**src/rtl/bsalu_pkg.sv**
```systemverilog
package bsalu_pkg;
  typedef enum logic [2:0] {
    PAIR_A_Q, PAIR_A_B, PAIR_Z_Q, PAIR_Z_B,
    PAIR_Z_A, PAIR_D_A, PAIR_D_Q, PAIR_D_Z
  } pair_e;

  typedef enum logic [2:0] {
    OP_SUM, OP_S_MINUS_R, OP_R_MINUS_S, OP_IOR,
    OP_AND, OP_ANDN, OP_XOR, OP_XNOR
  } op_e;

  typedef enum logic [2:0] {
    DST_Q_ONLY, DST_NONE, DST_B_YA, DST_B,
    DST_BQ_DN, DST_B_DN, DST_BQ_UP, DST_B_UP
  } dst_e;
endpackage

```
**src/rtl/bsalu_regfile.sv**
```systemverilog
module bsalu_regfile #(
  parameter int W     = 4,
  parameter int DEPTH = 16,
  localparam int AW   = $clog2(DEPTH)
) (
  input  logic          clk,
  input  logic          rst_n,
  input  logic [AW-1:0] ra,
  input  logic [AW-1:0] rb,
  input  logic          wr_en,
  input  logic [W-1:0]  wd,
  output logic [W-1:0]  rd_a,
  output logic [W-1:0]  rd_b
);
  logic [W-1:0] mem [DEPTH];

  assign rd_a = mem[ra];
  assign rd_b = mem[rb];

  always_ff @(posedge clk or negedge rst_n) begin
    if (!rst_n) begin
      for (int i = 0; i < DEPTH; i++) mem[i] <= '0;
    end else if (wr_en) begin
      mem[rb] <= wd;
    end
  end

  AST_RF_WRITE_LANDS: assert property (@(posedge clk) disable iff (!rst_n)
    wr_en |=> mem[$past(rb)] == $past(wd));
endmodule

```
**src/rtl/bsalu_alu.sv**
```systemverilog
module bsalu_alu
  import bsalu_pkg::*;
#(
  parameter int W = 4
) (
  input  logic         clk,
  input  logic         rst_n,
  input  logic [W-1:0] a_word,
  input  logic [W-1:0] b_word,
  input  logic [W-1:0] q_word,
  input  logic [W-1:0] d_word,
  input  pair_e        pair,
  input  op_e          op,
  input  logic         cin,
  output logic [W-1:0] f,
  output logic         cout,
  output logic         ovf
);
  logic [W-1:0] r, s, x, y;
  logic [W-2:0] low_sum;
  logic         c_top_in, top_sum;
  logic         arith;

  always_comb begin
    unique case (pair)
      PAIR_A_Q: begin r = a_word; s = q_word; end
      PAIR_A_B: begin r = a_word; s = b_word; end
      PAIR_Z_Q: begin r = '0;     s = q_word; end
      PAIR_Z_B: begin r = '0;     s = b_word; end
      PAIR_Z_A: begin r = '0;     s = a_word; end
      PAIR_D_A: begin r = d_word; s = a_word; end
      PAIR_D_Q: begin r = d_word; s = q_word; end
      default:  begin r = d_word; s = '0;     end
    endcase
  end

  always_comb begin
    arith = 1'b1;
    unique case (op)
      OP_S_MINUS_R: begin x = s; y = ~r; end
      OP_R_MINUS_S: begin x = r; y = ~s; end
      OP_SUM:       begin x = r; y = s;  end
      default:      begin x = r; y = s; arith = 1'b0; end
    endcase
  end

  // carry into the top bit is kept apart so overflow can use it
  assign {c_top_in, low_sum} = {1'b0, x[W-2:0]} + {1'b0, y[W-2:0]} + {{(W-1){1'b0}}, cin};
  logic c_top_out;
  assign {c_top_out, top_sum} = {1'b0, x[W-1]} + {1'b0, y[W-1]} + {1'b0, c_top_in};

  always_comb begin
    unique case (op)
      OP_IOR:  f = r | s;
      OP_AND:  f = r & s;
      OP_ANDN: f = ~r & s;
      OP_XOR:  f = r ^ s;
      OP_XNOR: f = ~(r ^ s);
      default: f = {top_sum, low_sum};
    endcase
  end

  assign cout = arith & c_top_out;
  assign ovf  = arith & (c_top_out ^ c_top_in);

  AST_EQUAL_SUB_ZERO: assert property (@(posedge clk) disable iff (!rst_n)
    (op == OP_R_MINUS_S && r == s && cin) |-> (f == '0 && cout));
  AST_LOGIC_NO_CARRY: assert property (@(posedge clk) disable iff (!rst_n)
    (op inside {OP_IOR, OP_AND, OP_ANDN, OP_XOR, OP_XNOR}) |-> (!cout && !ovf));
endmodule

```
**src/rtl/bsalu_dest.sv**
```systemverilog
module bsalu_dest
  import bsalu_pkg::*;
#(
  parameter int W = 4
) (
  input  dst_e         dst,
  input  logic [W-1:0] f,
  input  logic [W-1:0] a_word,
  input  logic [W-1:0] q_word,
  input  logic         ram_lo_in,
  input  logic         ram_hi_in,
  input  logic         q_lo_in,
  input  logic         q_hi_in,
  output logic         rf_we,
  output logic [W-1:0] rf_wd,
  output logic         q_we,
  output logic [W-1:0] q_wd,
  output logic [W-1:0] y_sel,
  output logic         ram_lo_out,
  output logic         ram_hi_out,
  output logic         q_lo_out,
  output logic         q_hi_out
);
  logic dn, up;
  assign dn = (dst == DST_BQ_DN) || (dst == DST_B_DN);
  assign up = (dst == DST_BQ_UP) || (dst == DST_B_UP);

  always_comb begin
    rf_we = (dst != DST_Q_ONLY) && (dst != DST_NONE);
    if (dn)      rf_wd = {ram_hi_in, f[W-1:1]};
    else if (up) rf_wd = {f[W-2:0], ram_lo_in};
    else         rf_wd = f;

    q_we = (dst == DST_Q_ONLY) || (dst == DST_BQ_DN) || (dst == DST_BQ_UP);
    unique case (dst)
      DST_BQ_DN: q_wd = {q_hi_in, q_word[W-1:1]};
      DST_BQ_UP: q_wd = {q_word[W-2:0], q_lo_in};
      default:   q_wd = f;
    endcase

    y_sel = (dst == DST_B_YA) ? a_word : f;
  end

  assign ram_lo_out = dn & f[0];
  assign ram_hi_out = up & f[W-1];
  assign q_lo_out   = (dst == DST_BQ_DN) & q_word[0];
  assign q_hi_out   = (dst == DST_BQ_UP) & q_word[W-1];
endmodule

```
**src/rtl/bitslice_alu.sv**
```systemverilog
module bitslice_alu
  import bsalu_pkg::*;
#(
  parameter int W     = 4,
  parameter int DEPTH = 16,
  localparam int AW   = $clog2(DEPTH)
) (
  input  logic          clk,
  input  logic          rst_n,
  input  logic [2:0]    src_sel,
  input  logic [2:0]    fn_sel,
  input  logic [2:0]    dst_sel,
  input  logic [AW-1:0] addr_a,
  input  logic [AW-1:0] addr_b,
  input  logic [W-1:0]  d_in,
  input  logic          cin,
  input  logic          y_oe,
  input  logic          ram_lo_in,
  input  logic          ram_hi_in,
  input  logic          q_lo_in,
  input  logic          q_hi_in,
  output logic          ram_lo_out,
  output logic          ram_hi_out,
  output logic          q_lo_out,
  output logic          q_hi_out,
  output logic [W-1:0]  y_out,
  output logic          cout,
  output logic          zero,
  output logic          sign,
  output logic          ovf
);
  logic [W-1:0] a_word, b_word, q_reg, f, rf_wd, q_wd, y_sel;
  logic         rf_we, q_we;
  dst_e         dst;

  assign dst = dst_e'(dst_sel);

  bsalu_regfile #(.W(W), .DEPTH(DEPTH)) rf_i (
    .clk(clk), .rst_n(rst_n), .ra(addr_a), .rb(addr_b),
    .wr_en(rf_we), .wd(rf_wd), .rd_a(a_word), .rd_b(b_word)
  );

  bsalu_alu #(.W(W)) alu_i (
    .clk(clk), .rst_n(rst_n), .a_word(a_word), .b_word(b_word),
    .q_word(q_reg), .d_word(d_in), .pair(pair_e'(src_sel)),
    .op(op_e'(fn_sel)), .cin(cin), .f(f), .cout(cout), .ovf(ovf)
  );

  bsalu_dest #(.W(W)) dest_i (
    .dst(dst), .f(f), .a_word(a_word), .q_word(q_reg),
    .ram_lo_in(ram_lo_in), .ram_hi_in(ram_hi_in),
    .q_lo_in(q_lo_in), .q_hi_in(q_hi_in),
    .rf_we(rf_we), .rf_wd(rf_wd), .q_we(q_we), .q_wd(q_wd),
    .y_sel(y_sel), .ram_lo_out(ram_lo_out), .ram_hi_out(ram_hi_out),
    .q_lo_out(q_lo_out), .q_hi_out(q_hi_out)
  );

  always_ff @(posedge clk or negedge rst_n) begin
    if (!rst_n)    q_reg <= '0;
    else if (q_we) q_reg <= q_wd;
  end

  assign y_out = y_oe ? y_sel : '0;
  assign zero  = (f == '0);
  assign sign  = f[W-1];

  AST_Q_LOAD_F: assert property (@(posedge clk) disable iff (!rst_n)
    (dst == DST_Q_ONLY) |=> q_reg == $past(f));
  AST_Q_HOLD: assert property (@(posedge clk) disable iff (!rst_n)
    (dst inside {DST_NONE, DST_B_YA, DST_B, DST_B_DN, DST_B_UP}) |=> $stable(q_reg));
  AST_SHIFT_LINES_IDLE: assert property (@(posedge clk) disable iff (!rst_n)
    (dst_sel < 3'd4) |-> (!ram_lo_out && !ram_hi_out && !q_lo_out && !q_hi_out));
  AST_ZERO_MATCHES_Y: assert property (@(posedge clk) disable iff (!rst_n)
    (y_oe && dst != DST_B_YA) |-> (zero == (y_out == '0)));
endmodule

```
**config.mk**
```make
export PLATFORM = sky130hd
export DESIGN_NAME = bitslice_alu
export DESIGN_NICKNAME = d
export VERILOG_FILES = /design/src/rtl/bsalu_pkg.sv /design/src/rtl/bsalu_regfile.sv /design/src/rtl/bsalu_alu.sv /design/src/rtl/bsalu_dest.sv /design/src/rtl/bitslice_alu.sv
export SDC_FILE = /design/constraint.sdc
export NUM_CORES = 1
export LEC_CHECK = 0
export ABC_CLOCK_PERIOD_IN_PS = 10900
export CAP_MARGIN = 30
export CORE_MARGIN = 2
export CORE_UTILIZATION = 40
export CTS_BUF_LIST = sky130_fd_sc_hd__clkbuf_8 sky130_fd_sc_hd__clkbuf_16
export DETAILED_ROUTE_END_ITERATION = 16
export DONT_BUFFER_PORTS = 1
export GPL_ROUTABILITY_DRIVEN = 0
export GPL_TIMING_DRIVEN = 0
export HOLD_SLACK_MARGIN = 0.1
export PLACE_DENSITY = 0.59
export SLEW_MARGIN = 0
export SYNTH_ARGS = -nofsm -noshare
export SYNTH_HDL_FRONTEND = slang
export SYNTH_SLANG_ARGS = --single-unit
```
**constraint.sdc**
```tcl
create_clock -name clk -period 10.9 [get_ports clk]
set_input_delay 1.635 -clock clk [delete_from_list [all_inputs] [get_ports clk]]
set_output_delay 1.635 -clock clk [all_outputs]
set_load 0.01 [all_outputs]
```
After elaboration in Yosys (flattened, before gate mapping). Cells that the tools add are included.

Flip-flop bits (word level): 68. Input bits: 29. Output and inout port bits: 12. Word-level logic and storage cells: 96.

$add $sub $neg: 4. $lt $le $gt $ge: 3. Equal/unequal tests: 19. Multiplexer cells: 20. Bitwise gates (word level): 16. Reductions and logical operators: 17.

Operators with widths (number): 64-bit bitwise mux (1); 4-bit two-way mux (10); 3-bit == test, second input constant (11); 4-bit binary-select mux with 4-bit select (2); 4-bit one-hot mux with 2 select lines (3); 4-bit one-hot mux with 5 select lines (1); 4-bit demux with 4-bit select (1); 3-bit by 2-bit == test with 1-bit output, second input constant (5); 4-bit NOT (3); 4-bit one-hot mux with 3 select lines (1); 5-bit greater-or-equal comparator, second input constant (2); 4-bit NOT with 5-bit output (2); 3-bit zero test (3); 3-bit OR reduction (3); 4-bit AND (2); 1-bit AND (6); 3-bit by 1-bit == test with 1-bit output, second input constant (2); 2-bit OR reduction (3); 5-bit by 1-bit < comparator with 1-bit output, second input constant (1); 3-bit by 3-bit adder with 4-bit output (1); 4-bit by 1-bit adder with 4-bit output (1); 4-bit zero test (1); 1-bit logical OR (4); 4-bit OR (1); 8 further kinds (9).

Logic depth before layout (Yosys ltp). Gate-level depths: netlist of run 1.

Depth after elaboration: 14. Mapped depth: 20.

Hierarchy. A second synthesis of run 1 with hierarchy kept.

Cell total of the unflattened synthesis: 406. Area total of the unflattened synthesis: 5056.1 um^2.

Modules (own cells, without submodules): bsalu_regfile (instances 1, cells each 238, area an instance 3653.5 um^2, seq. area each 1601.5 um^2); bsalu_alu (instances 1, cells each 119, area an instance 904.6 um^2, seq. area each 0.0 um^2); bsalu_dest (instances 1, cells each 36, area an instance 321.6 um^2, seq. area each 0.0 um^2); bitslice_alu (instances 1, cells each 13, area an instance 176.4 um^2, seq. area each 100.1 um^2).

Worst setup path before layout of run 1. OpenSTA, ideal clock, no wires.

Kind: in2out. Start: in addr_b[1]. End: out zero. Arrival time: 5582 ps. Required time: 9265 ps. Path slack: 3683 ps. Stages on the path: 17. Path through: buf_4 -> buf_4 -> clkbuf_1 -> mux4_2 -> mux2i_1 -> o22ai_1 -> a31o_2 -> mux2_1 -> mux2i_1 -> a21oi_1 -> ha_1 -> a21o_1 -> a21o_1 -> fa_1 -> a22o_1 -> or2_1 -> nor4_2.

Longest elaborated chain between the ends: 12.

Ends and longest elaborated chain: from (decl) (line bitslice_alu.sv:14) `input logic [AW-1:0] addr_b,`; 4-bit NOT with 5-bit output (implied by the code) * (line bsalu_regfile.sv:18) `assign rd_b = mem[rb];`; 4-bit binary-select mux with 4-bit select * (line bsalu_regfile.sv:18); 4-bit two-way mux (implied by the code) * (2 in a row) (line bsalu_regfile.sv:18); 4-bit one-hot mux with 3 select lines * (line bsalu_alu.sv:25) `unique case (pair)`; 4-bit NOT (line bsalu_alu.sv:41) `OP_R_MINUS_S: begin x = r; y = ~s; end`; 4-bit one-hot mux with 2 select lines (line bsalu_alu.sv:39) `unique case (op)`; 3-bit by 3-bit adder with 4-bit output (line bsalu_alu.sv:48) `assign {c_top_in, low_sum} = {1'b0, x[W-2:0]} + {1'b0, y[W-2:0]} + {{(W-1){1'b0}}, cin};`; 4-bit by 1-bit adder with 4-bit output (line bsalu_alu.sv:48); 2-bit by 1-bit adder with 2-bit output (line bsalu_alu.sv:50) `assign {c_top_out, top_sum} = {1'b0, x[W-1]} + {1'b0, y[W-1]} + {1'b0, c_top_in};`; 4-bit one-hot mux with 5 select lines * (line bsalu_alu.sv:53) `unique case (op)`; net sign (line bitslice_alu.sv:29) `output logic sign,`; 4-bit zero test * (line bitslice_alu.sv:64) `assign zero = (f == '0);`; to (decl) (line bitslice_alu.sv:28) `output logic zero,`.

Mark *: on every way through the listed nets, which the timed path passes. The rest lies on a longest branch. The select of a mux whose other input is x is not followed.

Worst setup path in the final report of run 1. Same ends and word-level chain as after synthesis.

==> qor.yml, run 1 <==
worst_setup_path:
  critPathLaunchType: "input port"
  crit_type: "in -> out"
  crit_family: "compound AO/OA/AOI/OAI gates"
  rr_startpoint: "rf_i.mem[38]$_DFFE_PN0P_"
  worst-path-buf-inv: 3
  critPathArrivalTime_ps: 6330
  path_cells: "buf_4, buf_4, clkbuf_1, mux4_2, mux2i_1, o22ai_1, a31o_2, mux2_1, mux2i_1, a21oi_1, ha_1, a21o_1, a21o_1, fa_1, a22o_1, or2_1, nor4_2"
  crit_fanout: 10
  startpoint: "addr_b[1]"
  end_kind: "output pin"
  cpMaxStageDelayCell: "fa_1"
  cpPeakStageDelay_ps: 480
  required_ps: 9270
pwr:
  power.total_mw: 1.120
  leakage_nw: 2.345
  power_density_nw_per_um2: 190.6
  peakVddDrop_mv: 0.1267
timing:
  drv_slew: 0
  hold_viol: 0
  rsz0062_at_grt: "false"
  slew_headroom_pct: 41.91
  finClkSkew_ps: 6.349
  tns_ps: 0
  timing.final.crit_share_pct: 73.05
  setup_violations: 0
  fmax_ghz: 0.1256
  fin_crit_ps: 7963
  worst_slew_pin_slew_ps: 864.7
place:
  dp.cells: 703
  hpwl_um: 11870
  portBuffers: 0
outcome:
  status: "finished, final reports clean"
floorplanning:
  boundaryPins: 41
  die_area_um2: 14280
  die_w_um: 119.5
  start_util_pct: 40.61
  row_count: 42
  core_area_um2: 13140
  fp.dieH_um: 119.5
synthesis:
  synth_nets: 565
  synth_area_um2: 5335
  syn_inst: 527
  synthArstFlopShare_pct: 100.0
  ys.flop_type: "dfrtp_1"
  avgSynthCellArea_um2: 10.12
  yosys_warnings: 0
  synth_cell_types: 74
  yosysSeqAreaShare_pct: 31.89
  synth_edf_count: 0
  synth-seq-cells: 68
detailed_routing:
  final_antenna_net_count: 0
  wl_per_cell_um: 21.76
  via_count: 4434
  drtIter0Drc: 416
  routed_wl_um: 15640
  drt-pass1-iter-count: 5
  post-route-drc-count: 0
  avgViaCountPerCell: 6.167
clock_network:
  cts_hold_buf: 0
  clock_latency_ps: 350
  htreeDepth: 3
  clock_sinks: 68
  clockBufferDepth: 2
  cts_resized: 0
  cts_root_buf: "clkbuf_16"
  postCtsSetupRepairBufs: 0
  clk_pin_slew_ps: 50
  cts_made_buffers: 9
  tritoncts: "yes"
grt:
  grt_pass1_wl_um: 24830
  track_usage_pct: 22.73
  grt_pass1_vias: 4350
  antenna_found_initial: 0
  gr-total-overflow: 0
  grt_max_degree: 69
final_layout:
  final_cell_mix: "dfrtp_1, nand2_1, nor2_1, mux2_2, mux4_2"
  nets: 576
  largest_reg_flops: 64
  antenna_cells: 0
  stdcell_count: 719
  layout-drive-gt1-share_pct: 24.49
  area_delta_synth_final_pct: 10.08
  final_common_cell: "dfrtp_1"
min_path:
  holdCritStartpoint: "rf_i.mem[22]$_DFFE_PN0P_"
  hold_class: "reg -> reg"
flow_run:
  drv_cap: 0
cell usage after synthesis, drive strengths merged (11+ instances only):
library cell / n / share of area, %
nand2b: 12 / 1.4
mux4: 25 / 11
inv: 14 / 0.98
a31oi: 18 / 2.2
dfrtp: 68 / 32
a21oi: 12 / 1.1
mux2i: 22 / 4.1
o31ai: 18 / 3.6
mux2: 44 / 9.3
nand2: 48 / 3.4
nand3: 11 / 1.0
o21ai: 25 / 2.6
buf: 25 / 2.8
nor2: 47 / 3.3
worst reg2reg max path: cells and delay by family (launching register included):
kind | cells | cell delay [ps]
AOI/OAI and AO/OA | 8 | 2110
adders and majority gates | 2 | 820
buffers and inverters | 1 | 230
muxes | 3 | 1010
and+or+nand+nor | 1 | 340
DFF | 1 | 410
path summary, 6_finish.rpt:
| path | to | slack [ps] | cells past startpoint |
|---|---|---|---|
| setup / recovery | zero | 2940 | 17 |
| hold / removal | rf_i.mem[22]$_DFFE_PN0P_ | 510 | 2 |
| setup reg to reg | rf_i.mem[10]$_DFFE_PN0P_ | 5850 | 15 |
| hold reg to reg | rf_i.mem[22]$_DFFE_PN0P_ | 510 | 2 |
| max in group asynchronous | rf_i.mem[33]$_DFFE_PN0P_ | 9800 | 0 |
| min in group asynchronous | rf_i.mem[12]$_DFFE_PN0P_ | 980 | 0 |
per-layer routing:
layer	wire [um]	vias to the layer above	GRT usage [%]
met4	442	0	9.779
met1	6511	2213	29.69
met2	7641	166	36.29
li1	-	2022	-
met3	1048	33	5.228
met5	0	-	0
through the flow:
step / hold WS, ps / setup slack [ps] / utilization (%) / area [um^2]
6_report: 510.6 / 2937 / 44.70 / 5873
5_1_grt: 547.8 / 2804 / 44.70 / 5873
4_1_cts: 512.0 / 2991 / 44.70 / 5873
3_5_place_dp: 491.2 / 3017 / 42.29 / 5555
3_3_place_gp: 494.7 / 3004 / 42.29 / 5555
2_1_floorplan: 455.7 / 3683 / - / 5335
layout make-up:
class	count	area, um^2
Buffer	34	185.2
Clock buffer	9	225.2
Clock inverter	7	92.59
Fill cell	1292	7264
Inverter	16	60.06
Multi-Input combinational cell	409	3388
Sequential cell	68	1702
Tap cell	176	220.2
power by group:
| group | internal [mW] | switching, mW |
|---|---|---|
| Clock | 0.199 | 0.115 |
| Combinational | 0.197 | 0.203 |
| Sequential | 0.335 | 0.0695 |
| Total | 0.731 | 0.388 |
kinds of logic (layout without fill, tap and decap cells):
logic type,Yosys count,after routing,share of synthesized area [%]
AOI/OAI and AO/OA,140,140,21.34
xor gates and xnor gates,6,6,0.9850
adders and majority gates,9,9,2.533
buffers and inverters,50,66,4.597
DFF,68,68,31.89
muxes,91,91,23.97
and+or+nand+nor,163,163,14.68
No activity file was read; power rests on OpenSTA's default activity.
==> run 2: changes to the inputs <==
--- a/config.mk
+++ b/config.mk
@@ -5,7 +5,8 @@
 export SDC_FILE = /design/constraint.sdc
 export NUM_CORES = 1
 export LEC_CHECK = 0
-export ABC_CLOCK_PERIOD_IN_PS = 10900
+export ABC_AREA = 1
+export ABC_CLOCK_PERIOD_IN_PS = 8200
 export CAP_MARGIN = 30
 export CORE_MARGIN = 2
 export CORE_UTILIZATION = 40
==> constraint.sdc (replaced) <==
create_clock -name clk -period 8.2 [get_ports clk]
set_input_delay 1.23 -clock clk [delete_from_list [all_inputs] [get_ports clk]]
set_output_delay 1.23 -clock clk [all_outputs]
set_load 0.01 [all_outputs]
==> run 2 against run 1 <==
Compared with the run above:
- critical path depth is 5 higher
- area after synthesis is 3.0% lower
- sequential power is 22% higher
- flip-flop and latch count stayed put
- routed wire length is 0.20% lower
- first-iteration DRC count is 1.9% lower
- combinational power is 3% lower
- critical path type unchanged
- critical endpoint unchanged
- largest cell class unchanged
==> qor.yml, run 2 <==
place:
  portBuffers: 0
  dp.cells: 1019
  place_ws_ps: 2223
  hpwl_um: 11960
synthesis:
  synth_cell_types: 33
  synth_edf_count: 0
  synthArstFlopShare_pct: 100.0
  yosysSeqAreaShare_pct: 32.88
  synth_nets: 885
  synth_top_cell_by_area: "dfrtp_1"
  netlist_top_cells_area: "dfrtp_1, nand2_1, inv_1"
  avgSynthCellArea_um2: 6.110
  syn_inst: 847
  netlist.area_leader.share_pct: 32.88
  ys.flop_type: "dfrtp_1"
  yosysMostFrequentCell: "nand2_1"
  synthTopCellsByCount: "nand2_1, inv_1, dfrtp_1"
  yosys_warnings: 0
  synth_area_um2: 5175
  synth-seq-cells: 68
detailed_routing:
  post-route-drc-count: 0
  routed_wl_um: 15610
  drt-pass1-iter-count: 5
  wl_per_cell_um: 15.10
  drtIter0Drc: 408
  final_antenna_net_count: 0
  avgViaCountPerCell: 4.957
  via_count: 5126
final_layout:
  fill_cells: 1399
  layout-drive-gt1-share_pct: 6.845
  area_delta_synth_final_pct: 10.28
  nets: 896
  final_cell_mix: "nand2_1, inv_1, dfrtp_1, nand3_1, nor2_1"
  antenna_cells: 0
  final_common_cell: "nand2_1"
  stdcell_count: 1034
  largest_reg_flops: 64
clock_network:
  cts_made_buffers: 9
  clockBufferDepth: 2
  postCtsSetupRepairBufs: 0
  htreeDepth: 3
  cts_resized: 0
  clock_sinks: 68
  cts_hold_buf: 0
  clk_pin_slew_ps: 50
  clock_latency_ps: 340
  tritoncts: "yes"
  cts_root_buf: "clkbuf_16"
floorplanning:
  start_util_pct: 41.01
  die_area_um2: 13860
  row_count: 41
  boundaryPins: 41
  core_area_um2: 12620
  fp.dieH_um: 117.7
  die_w_um: 117.7
worst_setup_path:
  crit_end: "zero"
  crit_type: "in -> out"
  startpoint: "addr_b[0]"
  crit_fanout: 7
  reg2reg_to: "rf_i.mem[30]$_DFFE_PN0P_"
  rr_worst_depth: 23
  ff2ff_setup_slack_ps: 4180
  end_kind: "output pin"
  critPathArrivalTime_ps: 4780
  rr_startpoint: "rf_i.mem[33]$_DFFE_PN0P_"
  critPathLaunchType: "input port"
  required_ps: 6970
min_path:
  hold_class: "reg -> reg"
grt:
  grt_pass1_vias: 4634
  track_usage_pct: 23.51
  antenna_found_initial: 0
  gr-total-overflow: 0
  grt_max_degree: 69
  grt_pass1_wl_um: 25430
timing:
  hold_viol: 0
  slew_headroom_pct: 62.77
  rsz0062_at_grt: "false"
  fin_crit_ps: 6011
  setup_violations: 0
  finClkSkew_ps: 7.779
  holdWs_ps: 478.8
  drv_slew: 0
  setup_ws_ps: 2189
  worst_slew_pin_slew_ps: 552.6
  fmax_ghz: 0.1664
  timing.final.crit_share_pct: 73.31
  tns_ps: 0
flow_run:
  drv_cap: 0
pwr:
  power_density_nw_per_um2: 227.4
  power.total_mw: 1.298
  leakage_nw: 3.086
  peakVddDrop_mv: 0.1411
outcome:
  status: "finished, final reports clean"
==> run 2: final cells by class <==
| class | count | area, um^2 | share of cell area, % |
|---|---|---|---|
| Inverter | 110 | 417.9 | 7.323 |
| Tap cell | 172 | 215.2 | 3.771 |
| Clock buffer | 10 | 239.0 | 4.188 |
| Multi-Input combinational cell | 646 | 2859 | 50.10 |
| Sequential cell | 68 | 1702 | 29.82 |
| Buffer | 23 | 196.4 | 3.442 |
| Clock inverter | 5 | 77.57 | 1.359 |
==> run 2: cells by family (layout without fill, tap and decap cells) <==
family,after synthesis,count (layout),synth area share [%]
XOR/XNOR,1,1,0.1693
adder cells (fa/ha/maj),9,9,2.611
buffers and inverters,133,148,11.87
flip-flops,68,68,32.88
AO/OA/AOI/OAI,86,86,9.333
AND/OR/NAND/NOR,550,550,43.13
==> run 2: worst min path at each step <==
| stage | endpoint | slack [ps] | from | depth (start not counted) |
|---|---|---|---|---|
| after detailed placement | rf_i.mem[38]$_DFFE_PN0P_ | 470 | rf_i.mem[38]$_DFFE_PN0P_ | 2 |
| after global placement | rf_i.mem[7]$_DFFE_PN0P_ | 460 | rf_i.mem[7]$_DFFE_PN0P_ | 2 |
| after CTS | rf_i.mem[21]$_DFFE_PN0P_ | 480 | rf_i.mem[21]$_DFFE_PN0P_ | 2 |
| after floorplan | rf_i.mem[15]$_DFFE_PN0P_ | 450 | rf_i.mem[15]$_DFFE_PN0P_ | 2 |
| final | rf_i.mem[48]$_DFFE_PN0P_ | 480 | rf_i.mem[48]$_DFFE_PN0P_ | 2 |
| after global routing | rf_i.mem[48]$_DFFE_PN0P_ | 510 | rf_i.mem[48]$_DFFE_PN0P_ | 2 |
==> run 2: metal layers <==
layer	vias to the layer above	GRT usage, %	share of wire [%]	routed length, um
met3	33	3.634	4.2	662
met4	0	8.886	2.7	419
met1	2323	33.01	48	7474
li1	2648	-	-	-
met5	-	0	0	0
met2	122	36.56	45	7057
==> run 2: through the flow <==
| step | util [%] | cell area (um^2) |
|---|---|---|
| floorplan | - | 5175 |
| global placement | 42.71 | 5390 |
| detailed placement | 42.71 | 5390 |
| CTS | 45.22 | 5707 |
| global route | 45.22 | 5707 |
| finish | 45.22 | 5707 |
==> run 2: critical path, cell delays in order <==
cell,delay [ps]
buf_4,140
nand2_1,260
nor2_1,70
a21oi_1,160
nand2_1,70
nand2_1,60
nand2_1,80
o21ai_1,180
nand3_2,150
inv_1,110
nand2_1,60
a31oi_1,290
ha_1,290
nand2_1,60
nor2_1,40
a211oi_1,170
inv_1,120
fa_1,470
or2_2,340
nand2_1,170
nand2_1,80
nor2_1,180
==> run 2: power by group <==
part / total (mW) / internal, mW / switching (mW)
registers: 0.494 / 0.422 / 0.0725
clock network: 0.415 / 0.271 / 0.144
logic: 0.389 / 0.138 / 0.251
